<file path="src/rtl/pllseq_pkg.sv">
package pllseq_pkg;

  typedef enum logic [2:0] {
    SQ_RUN   = 3'd0,
    SQ_LOSS  = 3'd1,
    SQ_GAIN  = 3'd2,
    SQ_SLEEP = 3'd3,
    SQ_WAKE  = 3'd4
  } seq_state_t;

  function automatic logic clk_allowed(seq_state_t s);
    return s == SQ_RUN;
  endfunction

  function automatic logic pll_allowed(seq_state_t s);
    return s != SQ_SLEEP;
  endfunction

endpackage

</file>
<file path="src/rtl/pllseq_refsync.sv">
module pllseq_refsync (
  input  logic clk,
  input  logic rst_n,
  input  logic ref_in,
  output logic ref_q
);
  logic meta_q, stab_q;
  logic [1:0] since_rst;

  always_ff @(posedge clk or negedge rst_n) begin
    if (!rst_n) begin
      meta_q <= 1'b0;
      stab_q <= 1'b0;
    end else begin
      meta_q <= ref_in;
      stab_q <= meta_q;
    end
  end

  assign ref_q = stab_q;

  // Cycle count since reset, used only to open the checking window
  always_ff @(posedge clk or negedge rst_n) begin
    if (!rst_n) since_rst <= 2'd0;
    else if (since_rst != 2'd2) since_rst <= since_rst + 2'd1;
  end

  p_ref_lag_r3: assert property (@(posedge clk) disable iff (!rst_n)
    (since_rst == 2'd2) |-> (ref_q == $past(ref_in, 2)));

endmodule

</file>
<file path="src/rtl/pllseq_freqreg.sv">
module pllseq_freqreg #(
  parameter int P_W   = 11,
  parameter int Q_W   = 4,
  parameter int DEF_P = 24,
  parameter int DEF_Q = 6
) (
  input  logic                 clk,
  input  logic                 rst_n,
  input  logic                 wr_ok,
  input  logic [P_W+Q_W-1:0]   wdata,
  output logic [P_W-1:0]       p_out,
  output logic [Q_W-1:0]       q_out
);
  localparam int PQ_W = P_W + Q_W;

  function automatic logic [PQ_W-1:0] pack_pq(logic [P_W-1:0] p, logic [Q_W-1:0] q);
    return {p, q};
  endfunction

  function automatic logic [P_W-1:0] field_p(logic [PQ_W-1:0] w);
    return w[PQ_W-1:Q_W];
  endfunction

  function automatic logic [Q_W-1:0] field_q(logic [PQ_W-1:0] w);
    return w[Q_W-1:0];
  endfunction

  logic [PQ_W-1:0] pq_q;

  always_ff @(posedge clk or negedge rst_n) begin
    if (!rst_n) pq_q <= pack_pq(P_W'(DEF_P), Q_W'(DEF_Q));
    else if (wr_ok) pq_q <= wdata;
  end

  assign p_out = field_p(pq_q);
  assign q_out = field_q(pq_q);

  p_hold_r6: assert property (@(posedge clk) disable iff (!rst_n)
    !wr_ok |=> $stable(pq_q));

  p_store_r4: assert property (@(posedge clk) disable iff (!rst_n)
    wr_ok |=> (p_out == field_p($past(wdata))) && (q_out == field_q($past(wdata))));

endmodule

</file>
<file path="src/rtl/pllseq_fsm.sv">
module pllseq_fsm
  import pllseq_pkg::*;
(
  input  logic clk,
  input  logic rst_n,
  input  logic bus_we,
  input  logic sleep_req,
  input  logic irq,
  input  logic pll_lock,
  output logic wr_ok,
  output logic pll_en,
  output logic sysclk_en
);
  seq_state_t st, st_nx;

  always_comb begin
    st_nx = st;
    unique case (st)
      SQ_RUN:   if (bus_we) st_nx = SQ_LOSS;
                else if (sleep_req) st_nx = SQ_SLEEP;
      SQ_LOSS:  if (!pll_lock) st_nx = SQ_GAIN;
      SQ_GAIN:  if (pll_lock) st_nx = SQ_RUN;
      SQ_SLEEP: if (irq) st_nx = SQ_WAKE;
      SQ_WAKE:  if (pll_lock) st_nx = SQ_RUN;
      default:  st_nx = SQ_WAKE;
    endcase
  end

  always_ff @(posedge clk or negedge rst_n) begin
    if (!rst_n) st <= SQ_WAKE;
    else st <= st_nx;
  end

  assign wr_ok     = bus_we && (st == SQ_RUN);
  assign pll_en    = pll_allowed(st);
  assign sysclk_en = clk_allowed(st);

  p_clk_on_lock_r2: assert property (@(posedge clk) disable iff (!rst_n)
    $rose(sysclk_en) |-> $past(pll_lock));

  p_gate_after_write_r5: assert property (@(posedge clk) disable iff (!rst_n)
    wr_ok |=> !sysclk_en);

  p_pll_off_by_sleep_r7: assert property (@(posedge clk) disable iff (!rst_n)
    $fell(pll_en) |-> $past(sleep_req));

  p_pll_on_by_irq_r8: assert property (@(posedge clk) disable iff (!rst_n)
    $rose(pll_en) |-> $past(irq));

  p_write_wins_r9: assert property (@(posedge clk) disable iff (!rst_n)
    wr_ok |=> pll_en);

endmodule

</file>
<file path="src/rtl/pllseq_ctrl.sv">
module pllseq_ctrl #(
  parameter int P_W   = 11,
  parameter int Q_W   = 4,
  parameter int DEF_P = 24,
  parameter int DEF_Q = 6
) (
  input  logic                   clk,
  input  logic                   rst_n,
  input  logic                   bus_we,
  input  logic [P_W+Q_W:0]       bus_wdata,
  output logic [P_W+Q_W:0]       bus_rdata,
  input  logic                   ref32k,
  input  logic                   pll_lock,
  input  logic                   sleep_req,
  input  logic                   irq,
  output logic                   pll_en,
  output logic [P_W-1:0]         pll_p,
  output logic [Q_W-1:0]         pll_q,
  output logic                   sysclk_en
);
  localparam int PQ_W  = P_W + Q_W;
  localparam int REG_W = PQ_W + 1;

  logic wr_ok;
  logic ref_lvl;
  logic unused_wmsb;

  assign unused_wmsb = bus_wdata[REG_W-1];

  pllseq_refsync u_sync (
    .clk    (clk),
    .rst_n  (rst_n),
    .ref_in (ref32k),
    .ref_q  (ref_lvl)
  );

  pllseq_fsm u_fsm (
    .clk       (clk),
    .rst_n     (rst_n),
    .bus_we    (bus_we),
    .sleep_req (sleep_req),
    .irq       (irq),
    .pll_lock  (pll_lock),
    .wr_ok     (wr_ok),
    .pll_en    (pll_en),
    .sysclk_en (sysclk_en)
  );

  pllseq_freqreg #(.P_W(P_W), .Q_W(Q_W), .DEF_P(DEF_P), .DEF_Q(DEF_Q)) u_freq (
    .clk   (clk),
    .rst_n (rst_n),
    .wr_ok (wr_ok),
    .wdata (bus_wdata[PQ_W-1:0]),
    .p_out (pll_p),
    .q_out (pll_q)
  );

  assign bus_rdata = {ref_lvl, pll_p, pll_q};

  p_sleep_quiet_r10: assert property (@(posedge clk) disable iff (!rst_n)
    (sysclk_en && irq && !bus_we && !sleep_req) |=> sysclk_en);

endmodule

</file>
<file path="config.mk">
export PLATFORM = sky130hd
export DESIGN_NAME = pllseq_ctrl
export DESIGN_NICKNAME = d
export VERILOG_FILES = /design/src/rtl/pllseq_pkg.sv /design/src/rtl/pllseq_refsync.sv /design/src/rtl/pllseq_freqreg.sv /design/src/rtl/pllseq_fsm.sv /design/src/rtl/pllseq_ctrl.sv
export SDC_FILE = /design/constraint.sdc
export NUM_CORES = 1
export LEC_CHECK = 0
export ABC_AREA = 1
export BUFFER_PORTS_ARGS = -buffer_cell sky130_fd_sc_hd__buf_4
export CAP_MARGIN = 20
export CORE_MARGIN = 4
export CORE_UTILIZATION = 49
export CTS_BUF_LIST = sky130_fd_sc_hd__clkbuf_2 sky130_fd_sc_hd__clkbuf_4 sky130_fd_sc_hd__clkbuf_8
export DETAILED_ROUTE_END_ITERATION = 8
export PLACE_DENSITY = 0.84
export SETUP_SLACK_MARGIN = 0.5
export SYNTH_ARGS = -nofsm -noshare
export SYNTH_HDL_FRONTEND = slang
export SYNTH_HIERARCHICAL = 1
export SYNTH_SLANG_ARGS = --single-unit
export TNS_END_PERCENT = 1
</file>
<file path="constraint.sdc">
create_clock -name clk -period 3.3 [get_ports clk]
set_input_delay 0.33 -clock clk [delete_from_list [all_inputs] [get_ports clk]]
set_output_delay 0.33 -clock clk [all_outputs]
set_load 0.1 [all_outputs]
</file>
==> out/summary.txt <==
outcome: complete, no violations
Antenna Cells: 0
slew margin rel.: 0.8136
# IOs: 56
Startpoint Class: register
max frequency: 0.6043 GHz
first-pass GRT wire length: 3236 um
clock period minus worst slack: 1.655 ns
Synth top area share: 0.3559
via/cell ratio: 4.528
Pins Over Slew Limit: 0
largest net degree at the start of global routing: 21
PostCTS Resize Cnt: 0
DP Worst Slack: 1.963 ns
total wire length: 2117 um
initial antenna violation count: 0
top sig layer: met3
max cap viols: 0
CTS tree: done
Root Driver: clkbuf_4
Nets: 192
Pre-antenna DRT Iters: 4
DIE AREA: 2959 um2
Slew @ Worst Pin: 0.2819 ns
remaining global-route overflow: 0
number of global-route vias before repair: 804
RSZ-0062 raised after global routing: no
Cells after Synth: 128
CTS buffer count: 3
Cell Area, Synth: 1055 um2
met1 wire length: 817 um
Clock Latency Late Sink: 0.29 ns
chip height: 54.40 um
synth warn: 6
Tightest Hold Check Type: in -> reg
Post-DP HPWL: 1675 um
DRC: 0
detailed-route via count: 883
Final Setup Violations: 0
wire length on met3: 204 um
num rows: 16
Tot GR Track Use: 0.1492
number of synthesized register bits: 20
Critical Path RT: 2.97 ns
maximum buffer depth of the clock tree: 2
Final ANT Viol Nets: 0
kind of critical path: reg -> out
Post-Route Setup TNS: 0 ns
Port Buf Inserts: 54
Max Fanout on Critical Path: 6
Starting Density: 0.5269
commonest non-fill, non-tap cell in the layout: nand2_1
fraction of layout cells with a size suffix above 1: 0.4345
Arr. time, crit path: 1.32 ns
Final Hold Violating Endpoints: 0
Sink Count: 20
met2 WL: 1096 um
Syn Area/Cell: 8.240 um2
DIE WIDTH: 54.40 um
Layout Skew: 0.009648 ns
global placer's final weighted congestion: 0.9003
syn_nets: 151
largest cells by area after synthesis: dfrtp_1, nand2_1, dfstp_2, buf_4, buf_6
Netlist cell types: 15
critical path capture point type: primary output
largest area contributor in the netlist: dfrtp_1
setup ws final: 1.645 ns
Avg WL per Cell: 10.86 um
register area share after synthesis: 0.4804
CTS H-tree depth: 1
drt first-iter violations: 11
most frequent cells in the layout: nand2_1, buf_4, dfrtp_1, inv_1, nor2_1
period utilization: 0.5014
Layout area overhead: 29.66%
Core ar.: 2002 um2
clock slew seen by the registers of the worst setup and hold paths: 0.09 ns
-- sequential cells by signal (all words and copies together) (netlist names) --
register and cells:
u_fsm/st 3, u_sync/ref_q 1, u_sync/meta_q 1, u_freq/pq_q 15
-- area by class of cell --
cell class / instances / area, um2
flip-flops and latches: 20 / 506.7
multi-input cells: 79 / 335.3
repair buffers: 56 / 422.9
clock buffers: 4 / 30.03
inverters: 9 / 38.79
well taps: 27 / 33.78
fillers: 176 / 634.4
-- metal layers --
layer	up-vias	GRT usage
met5	-	0
met4	0	0.04979
met3	0	0.02725
met2	35	0.2729
met1	401	0.1730
li1	447	-
-- worst paths after layout --
check,from,end,slack [ns],cells past startpoint
worst max-delay path,u_fsm/st[2],sysclk_en,1.65,4
worst min-delay path,ref32k,u_sync/meta_q,0.15,1
worst max register to register,u_fsm/st[2],u_freq/pq_q[8],1.98,7
worst min register to register,u_sync/meta_q,u_sync/ref_q,0.36,0
max in group asynchronous,rst_n,u_fsm/st[2],2.57,2
min in group asynchronous,rst_n,u_fsm/st[0],0.46,2
-- stage by stage --
step / area, um2 / hold slack (ns) / util / instances
5_1_grt: 1368 / 0.1286 / 0.6831 / 195
6_report: 1368 / 0.1511 / 0.6831 / 195
4_1_cts: 1368 / 0.1426 / 0.6831 / 195
3_5_place_dp: 1328 / 0.2190 / 0.6631 / 190
2_1_floorplan: 1055 / 0.03441 / - / 128
3_3_place_gp: 1328 / 0.2153 / 0.6631 / 190
-- cell usage after synthesis --
| master | instances |
|---|---|
| a31oi_1 | 1 |
| buf_12 | 1 |
| buf_4 | 16 |
| buf_6 | 3 |
| dfrtp_1 | 15 |
| dfstp_2 | 5 |
| inv_1 | 8 |
| inv_6 | 1 |
| nand2_1 | 58 |
| nand2_2 | 5 |
| nand3_1 | 3 |
| nand3_2 | 2 |
| nor2_1 | 8 |
| nor3_2 | 1 |
| o21ai_1 | 1 |
-- critical path: stages, from the launching register on --
cell     delay, ns
dfstp_2       0.60
inv_1         0.08
nand2_1       0.08
inv_1         0.05
buf_4         0.22
-- what timing repair did --
action                                  4_1_cts  5_1_grt
setup buffers                                 0        0
endpoints found under the hold margin        15        0
hold buffers                                  1        0
endpoints found under the setup margin        0        0
-- cells by family (layout without fill, tap and decap cells) --
group | count (synthesis) | after routing | share of synthesized area
flops | 20 | 20 | 0.4804
compound gates | 2 | 2 | 0.01068
buf+inv | 29 | 69 | 0.2017
simple gates | 77 | 77 | 0.3072
Power is left out: the tool's default activity adds up to more than one toggle a clock period on the data nets, which glitch-free logic cannot reach.
